<file path="config.mk">
export PLATFORM = sky130hd
export DESIGN_NAME = sio_cfg_port
export DESIGN_NICKNAME = d
export VERILOG_FILES = /design/src/rtl/sio_cfg_pkg.sv /design/src/rtl/sio_key_fsm.sv /design/src/rtl/sio_id_regs.sv /design/src/rtl/sio_dev_bank.sv /design/src/rtl/sio_cfg_port.sv
export SDC_FILE = /design/constraint.sdc
export NUM_CORES = 2
export LEC_CHECK = 0
export ABC_CLOCK_PERIOD_IN_PS = 3600
export BUFFER_PORTS_ARGS = -buffer_cell sky130_fd_sc_hd__buf_2
export CORE_MARGIN = 2
export CORE_UTILIZATION = 29
export CTS_CLUSTER_SIZE = 28
export DETAILED_ROUTE_END_ITERATION = 16
export SLEW_MARGIN = 20
export SYNTH_ARGS = -nofsm -noshare
export SYNTH_HDL_FRONTEND = slang
export SYNTH_SLANG_ARGS = --single-unit
</file>
<file path="constraint.sdc">
create_clock -name clk -period 3.6 [get_ports clk]
set_input_delay 0.9 -clock clk [delete_from_list [all_inputs] [get_ports clk]]
set_output_delay 0.9 -clock clk [all_outputs]
set_load 0.01 [all_outputs]
</file>
<file path="src/rtl/sio_cfg_pkg.sv">
package sio_cfg_pkg;

    localparam logic [7:0]  KEY_OPEN   = 8'h87;
    localparam logic [7:0]  KEY_CLOSE  = 8'hAA;
    localparam logic [7:0]  IDX_DEVSEL = 8'h07;
    localparam logic [7:0]  IDX_WINDOW = 8'h30;
    localparam logic [15:0] DEVICE_CODE = 16'h0704;
    localparam logic [15:0] VENDOR_CODE = 16'h1934;
    localparam logic [7:0]  IDLE_BYTE  = 8'hFF;

    typedef enum logic [1:0] {
        KS_SHUT = 2'd0,
        KS_HALF = 2'd1,
        KS_OPEN = 2'd2
    } key_state_t;

    typedef struct packed {
        logic       wr;
        logic       rd;
        logic       at_index;
        logic       at_data;
        logic [7:0] data;
    } host_req_t;

    typedef struct packed {
        logic       hit;
        logic [7:0] value;
    } id_reply_t;

    function automatic id_reply_t id_lookup(input logic [7:0] idx,
                                            input logic [7:0] rev);
        id_reply_t r;
        r.hit   = 1'b1;
        r.value = 8'h00;
        case (idx)
            8'h20:   r.value = DEVICE_CODE[15:8];
            8'h21:   r.value = DEVICE_CODE[7:0];
            8'h22:   r.value = rev;
            8'h23:   r.value = VENDOR_CODE[15:8];
            8'h24:   r.value = VENDOR_CODE[7:0];
            default: r.hit   = 1'b0;
        endcase
        return r;
    endfunction

endpackage

</file>
<file path="src/rtl/sio_key_fsm.sv">
module sio_key_fsm
    import sio_cfg_pkg::*;
(
    input  logic       clk,
    input  logic       rst,
    input  logic       key_wr,
    input  logic [7:0] key_byte,
    output logic       open_o
);
    key_state_t st_q;

    always_ff @(posedge clk) begin
        if (rst) begin
            st_q <= KS_SHUT;
        end else if (key_wr) begin
            case (st_q)
                KS_SHUT: st_q <= (key_byte == KEY_OPEN) ? KS_HALF : KS_SHUT;
                KS_HALF: st_q <= (key_byte == KEY_OPEN) ? KS_OPEN : KS_SHUT;
                KS_OPEN: st_q <= (key_byte == KEY_CLOSE) ? KS_SHUT : KS_OPEN;
                default: st_q <= KS_SHUT;
            endcase
        end
    end

    assign open_o = (st_q == KS_OPEN);

endmodule

</file>
<file path="src/rtl/sio_id_regs.sv">
module sio_id_regs
    import sio_cfg_pkg::*;
#(
    parameter logic [7:0] REVISION = 8'h01
) (
    input  logic [7:0] idx,
    output logic       hit,
    output logic [7:0] value
);
    id_reply_t reply;

    always_comb begin
        reply = id_lookup(idx, REVISION);
        hit   = reply.hit;
        value = reply.value;
    end

endmodule

</file>
<file path="src/rtl/sio_dev_bank.sv">
module sio_dev_bank #(
    parameter int NUM_DEV   = 8,
    parameter int BANK_REGS = 16
) (
    input  logic       clk,
    input  logic       rst,
    input  logic       we,
    input  logic [7:0] dev,
    input  logic [7:0] off,
    input  logic [7:0] wdata,
    output logic [7:0] rdata
);
    localparam int         OFF_W   = (BANK_REGS > 1) ? $clog2(BANK_REGS) : 1;
    localparam logic [7:0] DEV_LIM = 8'(NUM_DEV);
    localparam logic [7:0] OFF_LIM = 8'(BANK_REGS);

    logic                        in_range;
    logic [OFF_W-1:0]            cell_sel;
    logic [NUM_DEV-1:0][7:0]     dev_rd;

    assign in_range = (dev < DEV_LIM) && (off < OFF_LIM);
    assign cell_sel = off[OFF_W-1:0];

    for (genvar d = 0; d < NUM_DEV; d++) begin : g_dev
        logic [7:0] cell_q [BANK_REGS];
        logic       sel;

        assign sel = we && in_range && (dev == 8'(d));

        always_ff @(posedge clk) begin
            if (rst) begin
                for (int i = 0; i < BANK_REGS; i++) cell_q[i] <= 8'h00;
            end else if (sel) begin
                cell_q[cell_sel] <= wdata;
            end
        end

        assign dev_rd[d] = cell_q[cell_sel];
    end

    always_comb begin
        rdata = 8'h00;
        for (int d = 0; d < NUM_DEV; d++) begin
            if (in_range && (dev == 8'(d))) rdata = dev_rd[d];
        end
    end

endmodule

</file>
<file path="src/rtl/sio_cfg_port.sv">
module sio_cfg_port
    import sio_cfg_pkg::*;
#(
    parameter logic [15:0] BASE      = 16'h002E,
    parameter logic [7:0]  REVISION  = 8'h01,
    parameter int          NUM_DEV   = 8,
    parameter int          BANK_REGS = 16
) (
    input  logic        clk,
    input  logic        rst,
    input  logic [15:0] host_addr_i,
    input  logic        host_wr_i,
    input  logic        host_rd_i,
    input  logic [7:0]  host_wdata_i,
    output logic [7:0]  host_rdata_o,
    output logic        cfg_open_o,
    output logic        bank_wr_o,
    output logic        bank_rd_o,
    output logic [7:0]  bank_dev_o,
    output logic [7:0]  bank_reg_o,
    output logic [7:0]  bank_wdata_o
);
    localparam logic [15:0] DATA_PORT = BASE + 16'd1;

    host_req_t  req;
    logic       open;
    logic [7:0] idx_q;
    logic [7:0] devsel_q;
    logic       id_hit;
    logic [7:0] id_val;
    logic [7:0] bank_rdata;
    logic       in_window;
    logic       win_wr;
    logic       win_rd;
    logic [7:0] rd_val;
    logic [7:0] rdata_q;
    logic       bwr_q, brd_q;
    logic [7:0] bdev_q, breg_q, bdat_q;

    always_comb begin
        req.wr       = host_wr_i;
        req.rd       = host_rd_i;
        req.at_index = (host_addr_i == BASE);
        req.at_data  = (host_addr_i == DATA_PORT);
        req.data     = host_wdata_i;
    end

    sio_key_fsm u_key (
        .clk      (clk),
        .rst      (rst),
        .key_wr   (req.wr && req.at_index),
        .key_byte (req.data),
        .open_o   (open)
    );

    sio_id_regs #(.REVISION(REVISION)) u_id (
        .idx   (idx_q),
        .hit   (id_hit),
        .value (id_val)
    );

    assign in_window = (idx_q >= IDX_WINDOW);
    assign win_wr    = open && req.wr && req.at_data && in_window;
    assign win_rd    = open && req.rd && req.at_data && in_window;

    sio_dev_bank #(.NUM_DEV(NUM_DEV), .BANK_REGS(BANK_REGS)) u_bank (
        .clk   (clk),
        .rst   (rst),
        .we    (win_wr),
        .dev   (devsel_q),
        .off   (idx_q - IDX_WINDOW),
        .wdata (req.data),
        .rdata (bank_rdata)
    );

    always_ff @(posedge clk) begin
        if (rst) begin
            idx_q    <= 8'h00;
            devsel_q <= 8'h00;
        end else if (open && req.wr) begin
            if (req.at_index && req.data != KEY_CLOSE) idx_q <= req.data;
            if (req.at_data && idx_q == IDX_DEVSEL)    devsel_q <= req.data;
        end
    end

    always_comb begin
        if (!(req.at_index || req.at_data) || !open) rd_val = IDLE_BYTE;
        else if (req.at_index)                       rd_val = idx_q;
        else if (idx_q == IDX_DEVSEL)                rd_val = devsel_q;
        else if (id_hit)                             rd_val = id_val;
        else if (in_window)                          rd_val = bank_rdata;
        else                                         rd_val = 8'h00;
    end

    always_ff @(posedge clk) begin
        if (rst) begin
            rdata_q <= IDLE_BYTE;
            bwr_q   <= 1'b0;
            brd_q   <= 1'b0;
            bdev_q  <= 8'h00;
            breg_q  <= 8'h00;
            bdat_q  <= 8'h00;
        end else begin
            if (req.rd) rdata_q <= rd_val;
            bwr_q <= win_wr;
            brd_q <= win_rd;
            if (win_wr || win_rd) begin
                bdev_q <= devsel_q;
                breg_q <= idx_q;
                bdat_q <= win_wr ? req.data : 8'h00;
            end
        end
    end

    assign host_rdata_o = rdata_q;
    assign cfg_open_o   = open;
    assign bank_wr_o    = bwr_q;
    assign bank_rd_o    = brd_q;
    assign bank_dev_o   = bdev_q;
    assign bank_reg_o   = breg_q;
    assign bank_wdata_o = bdat_q;

endmodule

</file>
### Yosys cells after proc, flatten, opt, wreduce, memory -nomap -nowiden

Memories as Yosys holds them, arrays and structs flattened.
Index checks and enable logic that the tools add are counted.

| word-level totals | value |
|---|---|
| bits in registers | 52 |
| output and inout bits | 35 |
| memories | 8 |
| memory bits (writable) | 1024 |
| logic and storage cells | 156 |
| input port bits | 28 |

| operators by class | value |
|---|---|
| muxes and demuxes | 70 |
| order comparisons | 3 |
| reduce and logical (&&, ||, !) cells | 45 |
| eq/ne operators | 20 |
| $add $sub $neg | 1 |

Memory list:

| name | depth | width | read ports | clocked after Yosys merged registers in | write ports | RTL line | RTL |
|---|---|---|---|---|---|---|---|
| u_bank.g_dev[0].cell_q | 16 | 8 | 1 | 0 | 16 | sio_dev_bank.sv:25 | `logic [7:0] cell_q [BANK_REGS];` |
| u_bank.g_dev[1].cell_q | 16 | 8 | 1 | 0 | 16 | sio_dev_bank.sv:25 |  |
| u_bank.g_dev[2].cell_q | 16 | 8 | 1 | 0 | 16 | sio_dev_bank.sv:25 |  |
| u_bank.g_dev[3].cell_q | 16 | 8 | 1 | 0 | 16 | sio_dev_bank.sv:25 |  |
| u_bank.g_dev[4].cell_q | 16 | 8 | 1 | 0 | 16 | sio_dev_bank.sv:25 |  |
| u_bank.g_dev[5].cell_q | 16 | 8 | 1 | 0 | 16 | sio_dev_bank.sv:25 |  |
| +2 memories | -- | -- | -- | -- | -- | -- |  |

Operator list:

| operator | number |
|---|---|
| $mux 8 | 22 |
| $reduce_or 8->1 | 8 |
| $eq 8x3->1 const B | 5 |
| $eq 8x6->1 const B | 5 |
| $mux 1 | 36 |
| $eq 16x6->1 const B | 2 |
| $mux 4 | 8 |
| $pmux 6 s5 | 1 |
| $logic_and 1x1->1 | 27 |
| $eq 8x2->1 const B | 2 |
| $eq 8x8->1 const B | 2 |
| $eq 8x1->1 const B | 1 |
| $ge 8x6->1 const B | 1 |
| $logic_not 8->1 | 1 |
| $lt 8x4->1 const B | 1 |
| $lt 8x5->1 const B | 1 |
| $ne 8x8->1 const B | 1 |
| $sub 8x6->8 const B | 1 |
| $pmux 2 s3 | 1 |
| $reduce_or 5->1 | 1 |
| $mux 2 | 2 |
| $reduce_and 2->1 | 2 |
| $logic_or 1x1->1 | 3 |
| $eq 2x1->1 const B | 1 |
| other kinds (3) | 4 |

### Depth between registers and ports, before layout

| depth | value |
|---|---|
| word-level depth | 17 |
| gate-level depth with buffers | 12 |
| depth with buffers taken out | 8 |

### Cells and area by module

From an unflattened synthesis, not the netlist that was laid out.

| second synthesis, totals | value |
|---|---|
| cells, all modules | 3501 |
| area total of the unflattened synthesis | 47979.8 µm² |

Modules (own cells, without submodules):

| module | instances | cells each | area an instance (µm²) | seq. area each (µm²) |
|---|---|---|---|---|
| sio_dev_bank | 1 | 3170 | 45334.7 | 30749.5 |
| sio_cfg_port | 1 | 301 | 2388.5 | 1001.0 |
| sio_key_fsm | 1 | 14 | 140.1 | 40.0 |
| sio_id_regs | 1 | 16 | 116.4 | 0.0 |

### Worst setup path before layout

Ideal clock, no wire load.

| timing | value |
|---|---|
| path type | input to register |
| from | input port host_addr_i[10] |
| to | memory u_bank.g_dev[3].cell_q[11][0] (enable) |
| data arrival time | 2911 ps |
| path buffers | 2 |
| stages | 9 |
| library setup time | 309 ps |
| slack | 380 ps |
| data required time | 3291 ps |
| path through | nor4_1 > nand3_1 > nor3_1 > nand3_1 > clkbuf_1 > or2_2 > clkbuf_1 > nor2_1 > or2_2 |

RTL lines:

| item | RTL line | RTL |
|---|---|---|
| start, declared | sio_cfg_port.sv:11 | `input logic [15:0] host_addr_i,` |
| end, declared | sio_dev_bank.sv:25 |  |

### Worst setup path after layout

| timing | value |
|---|---|
| from | register idx_q[1] |
| to | register rdata_q[0] (netlist: host_rdata_o[0]) |

| on the way | value |
|---|---|
| longest elaborated chain between the ends | 17 |
| elaborated cells between the ends (all ways) | 42 |
| those cells by class | 1 x add/sub; 2 x order compare; 6 x eq/ne; 15 x mux; 10 x reduce/logical; 8 x memory |

RTL lines:

| item | RTL line | RTL |
|---|---|---|
| start, declared | sio_cfg_port.sv:27 | `logic [7:0] idx_q;` |
| start signal, assigned | sio_cfg_port.sv:81 | `if (req.at_index && req.data != KEY_CLOSE) idx_q <= req.data;` |
| $sub 8x6->8 | sio_cfg_port.sv:71 | `.off (idx_q - IDX_WINDOW),` |
| $lt 8x5->1 | sio_dev_bank.sv:21 | `assign in_range = (dev < DEV_LIM) && (off < OFF_LIM);` |
| $logic_and 1x1->1 | sio_dev_bank.sv:21 |  |
| $logic_and 1x1->1 | sio_dev_bank.sv:44 | `if (in_range && (dev == 8'(d))) rdata = dev_rd[d];` |
| $mux 8 (8 in a row) | sio_dev_bank.sv:44 |  |
| $mux 8 | sio_cfg_port.sv:91 | `else if (in_window) rd_val = bank_rdata;` |
| $mux 8 | sio_cfg_port.sv:90 | `else if (id_hit) rd_val = id_val;` |
| $mux 8 (*) | sio_cfg_port.sv:89 | `else if (idx_q == IDX_DEVSEL) rd_val = devsel_q;` |
| $mux 8 (*) | sio_cfg_port.sv:88 | `else if (req.at_index) rd_val = idx_q;` |
| $mux 8 (*) | sio_cfg_port.sv:87 | `if (!(req.at_index \|\| req.at_data) \|\| !open) rd_val = IDLE_BYTE;` |
| end signal, assigned | sio_cfg_port.sv:104 | `if (req.rd) rdata_q <= rd_val;` |
| end, declared | sio_cfg_port.sv:36 | `logic [7:0] rdata_q;` |

Mark *: on every way between the ends. The rest lies on a longest branch, timed or not.
A chain may end at the register's enable or synchronous reset.

==> impl_metrics.json <==
{
  "viasPerCell": 5.17,
  "worstPathArrival_ps": 3920,
  "critPathRequiredTime_ps": 4210,
  "cp_slowest_cell": "dfxtp_4",
  "max_freq_mhz": 302,
  "syn_to_final_growth_pct": 16.3,
  "synth_seq_area_share_pct": 63.3,
  "postCtsHoldBufs": 0,
  "core_area_sq_um": 172000,
  "hold_path_class": "reg2reg",
  "dieArea_sq_um": 177000,
  "most-common-layout-cells": "edfxtp_1, and2_1, and3_1, buf_4, mux4_2",
  "grt_setup_unrepaired": "false",
  "power.switching_uw": 5930,
  "vias": 31400,
  "synthMuxAreaShare_pct": 12.0,
  "cap_violations": 0,
  "critical_path_class": "reg2reg",
  "dpl_cell_area_sq_um": 54800,
  "ys_types": 71,
  "power-per-cell-area_nw_per_um2": 464,
  "grt_pass1_vias": 31000,
  "period_needed_ps": 3310,
  "drtAntennaViolNets": 0,
  "irDropWorstVdd_mv": 0.371,
  "wirelength_mm": 152,
  "synthXorXnorAreaFrac_pct": 0.0174,
  "layout.cells.most_common": "edfxtp_1",
  "cpPeakStageDelay_ps": 740,
  "grt_max_degree": 132,
  "fin_skew_ps": 43.0,
  "critPathTopFamily": "simple AND/OR/NAND/NOR gates",
  "holdPathStages": 2,
  "start_kind": "register",
  "dp_hpwl_mm": 98.7,
  "fin_area_sq_um": 58400,
  "rows": 152,
  "min_period_over_period_pct": 91.8,
  "power_frac_clock_pct": 43.0,
  "path_cells": "buf_4 > mux2i_1 > a22oi_1 > nand3_1 > o311ai_0 > or4_1 > a311oi_1 > nor3_1",
  "ioPinCount": 63,
  "cts.reportedPaths.clkPinSlew_ps": 60,
  "critPathMaxFanout": 19,
  "yosys.area_share.adder_pct": 0,
  "clock_latency_ps": 750,
  "slew_viol_final": 0,
  "p_comb_share_pct": 3.7,
  "drc_errors": 0,
  "pre_cts_slack_ps": -118,
  "dieWidth_microns": 420,
  "end_kind": "register",
  "initial_core_util_pct": 29.2,
  "drive_gt1_share_pct": 22.3,
  "hold_viol": 0,
  "seqPwrFrac_pct": 53.3,
  "die_h_microns": 420,
  "gp_congestion": 0.915,
  "synthArstFlopShare_pct": 0,
  "yosysWarnings": 0,
  "antenna_found_initial": 1,
  "r2r_start": "idx_q[1]$_SDFFE_PP0P_",
  "cp_num_buf_inv": 1,
  "fin_util_pct": 34.0,
  "switching_share_pct": 21.9,
  "drt-pass1-iter-count": 5,
  "p_int_uw": 21200,
  "status": "finished, final reports clean",
  "p_leak_uw": 0.0212,
  "crit_start": "idx_q[1]$_SDFFE_PP0P_",
  "clk_path_buf_depth": 3,
  "worst_hold_path.endpoint": "bank_dev_o[6]$_SDFFE_PP0P_",
  "hold_path.startpoint": "bank_dev_o[6]$_SDFFE_PP0P_",
  "wire_per_inst_microns": 25.0,
  "cts-buffers-inserted": 106,
  "netlist_top_cells_area": "edfxtp_1, mux4_2, and2_1",
  "syn-cell-area_sq_um": 50200,
  "clock_sinks": 1076,
  "synth-simple-area-share_pct": 17.3,
  "avgSynthCellArea_sq_um": 14.0,
  "r2r-end": "host_rdata_o[0]$_SDFFE_PP1P_",
  "synth_area_leader_cell": "edfxtp_1",
  "post_cts_resized": 0,
  "grt_pass1_wl_mm": 221,
  "cts_tree": "yes",
  "rr_worst_depth": 8,
  "syn_inst": 3577,
  "dr.first_iter.drc_count": 3573,
  "cts_root_buffer": "clkbuf_16",
  "cts_setup_buffers": 0,
  "synth_top_family_by_area": "simple AND/OR/NAND/NOR gates",
  "h-tree-depth": 3,
  "setup_violations": 0,
  "whs_ps": 450,
  "relSlewSlack_pct": 17.1,
  "grt_overflow": 0,
  "final_net_count": 3700,
  "synthFlopType": "edfxtp_1",
  "track_usage_pct": 17.0,
  "reg2reg_setup_slack_ps": 290,
  "synth_top_area_share_pct": 61.2,
  "synth-edff-count": 1024,
  "layout_setup_ws_ps": 294,
  "port-buffer-count": 62,
  "tightestPinTransition_ps": 1230,
  "synth_compound_area_share_pct": 4.43,
  "syn_nets": 3605,
  "synth_seq_cells": 1076
}
state kept, by name, summed over array words and instances, names as in the netlist:
signal and flops:
bank_dev_o 8, bank_rd_o 1, bank_reg_o 8, bank_wdata_o 8, bank_wr_o 1, devsel_q 8
host_rdata_o 8, idx_q 8, u_bank.g_dev.cell_q 1024, u_key.st_q 2
routing by layer:
| layer | up-vias | global-route usage, % | wire length, microns |
|---|---|---|---|
| li1 | 13700 | - | - |
| met1 | 16100 | 22.3 | 61600 |
| met2 | 1341 | 27.6 | 72600 |
| met3 | 256 | 2.56 | 10500 |
| met4 | 0 | 8.18 | 7420 |
| met5 | - | 0 | 0 |
cells in the mapped netlist (4+ instances only):
cell	instances
clkbuf_1	275
a31oi_1	8
mux2_2	7
nor3_1	13
a211oi_1	11
o2111ai_1	4
buf_1	10
a21o_1	59
a21oi_1	55
o211ai_1	11
or2_2	75
nand3_1	37
buf_2	55
nor2_2	9
o311ai_0	5
nand2_1	119
or3_1	10
nor2b_1	10
mux2i_1	127
and2_1	579
inv_1	4
and3_1	453
nand4_1	13
a221oi_1	23
o221ai_1	4
nand2b_1	4
o22ai_1	8
edfxtp_1	1024
nor4_1	6
a22oi_1	75
dfxtp_1	52
o21ai_0	16
a22o_1	12
buf_4	14
mux4_2	207
or4_1	6
nor2_1	130
metrics by stage:
step	instances	power [uW]	setup TNS (ps)
CTS	6075	27200	0
detailed placement	5874	15700	-6100
floorplan	3577	15200	0
global placement	5874	15700	-6330
finish	6078	27100	0
global route	6075	27800	0
kinds of logic after synthesis:
kind of cell | Yosys count
and+or+nand+nor | 1487
DFF | 1076
buffers and inverters | 361
muxes | 342
AOI/OAI and AO/OA | 310
xor gates and xnor gates | 1
how the worst max path moves through the flow:
stage,endpoint,cells past startpoint,slack (ps)
4_1_cts,host_rdata_o[0]$_SDFFE_PP1P_,8,260
3_5_place_dp,u_bank.g_dev[4].cell_q[12][3]$_SDFFCE_PN0P_,11,-120
6_report,host_rdata_o[0]$_SDFFE_PP1P_,8,290
2_1_floorplan,u_bank.g_dev[3].cell_q[11][0]$_SDFFCE_PN0P_,9,380
3_3_place_gp,u_bank.g_dev[4].cell_q[12][4]$_SDFFCE_PN0P_,11,-100
5_1_grt,u_bank.g_dev[6].cell_q[3][0]$_SDFFCE_PN0P_,9,190
final cells by class:
type | count | area [sq um]
fillers | 16500 | 114000
clock inverters | 74 | 868
inverters | 6 | 22.5
well taps | 2310 | 2890
multi-input cells | 2140 | 17100
diodes | 3 | 7.51
repair buffers | 342 | 2960
clock buffers | 127 | 2760
flip-flops and latches | 1076 | 31800
worst register-to-register path, cell delays in order (launching register included):
cell and delay (ps):
dfxtp_4 740, buf_4 300, mux2i_1 320, a22oi_1 150, nand3_1 160, o311ai_0 410
or4_1 730, a311oi_1 270, nor3_1 90
power by group through the flow:
| stage | clock network [uW] | logic, uW | registers (uW) |
|---|---|---|---|
| 3_3_place_gp | 0 | 984 | 14700 |
| 4_1_cts | 11800 | 1000 | 14400 |
| 5_1_grt | 12300 | 1050 | 14500 |
| 2_1_floorplan | 0 | 591 | 14600 |
| 3_5_place_dp | 0 | 996 | 14700 |
| 6_report | 11700 | 995 | 14400 |
(Power assumes the default switching activity.)
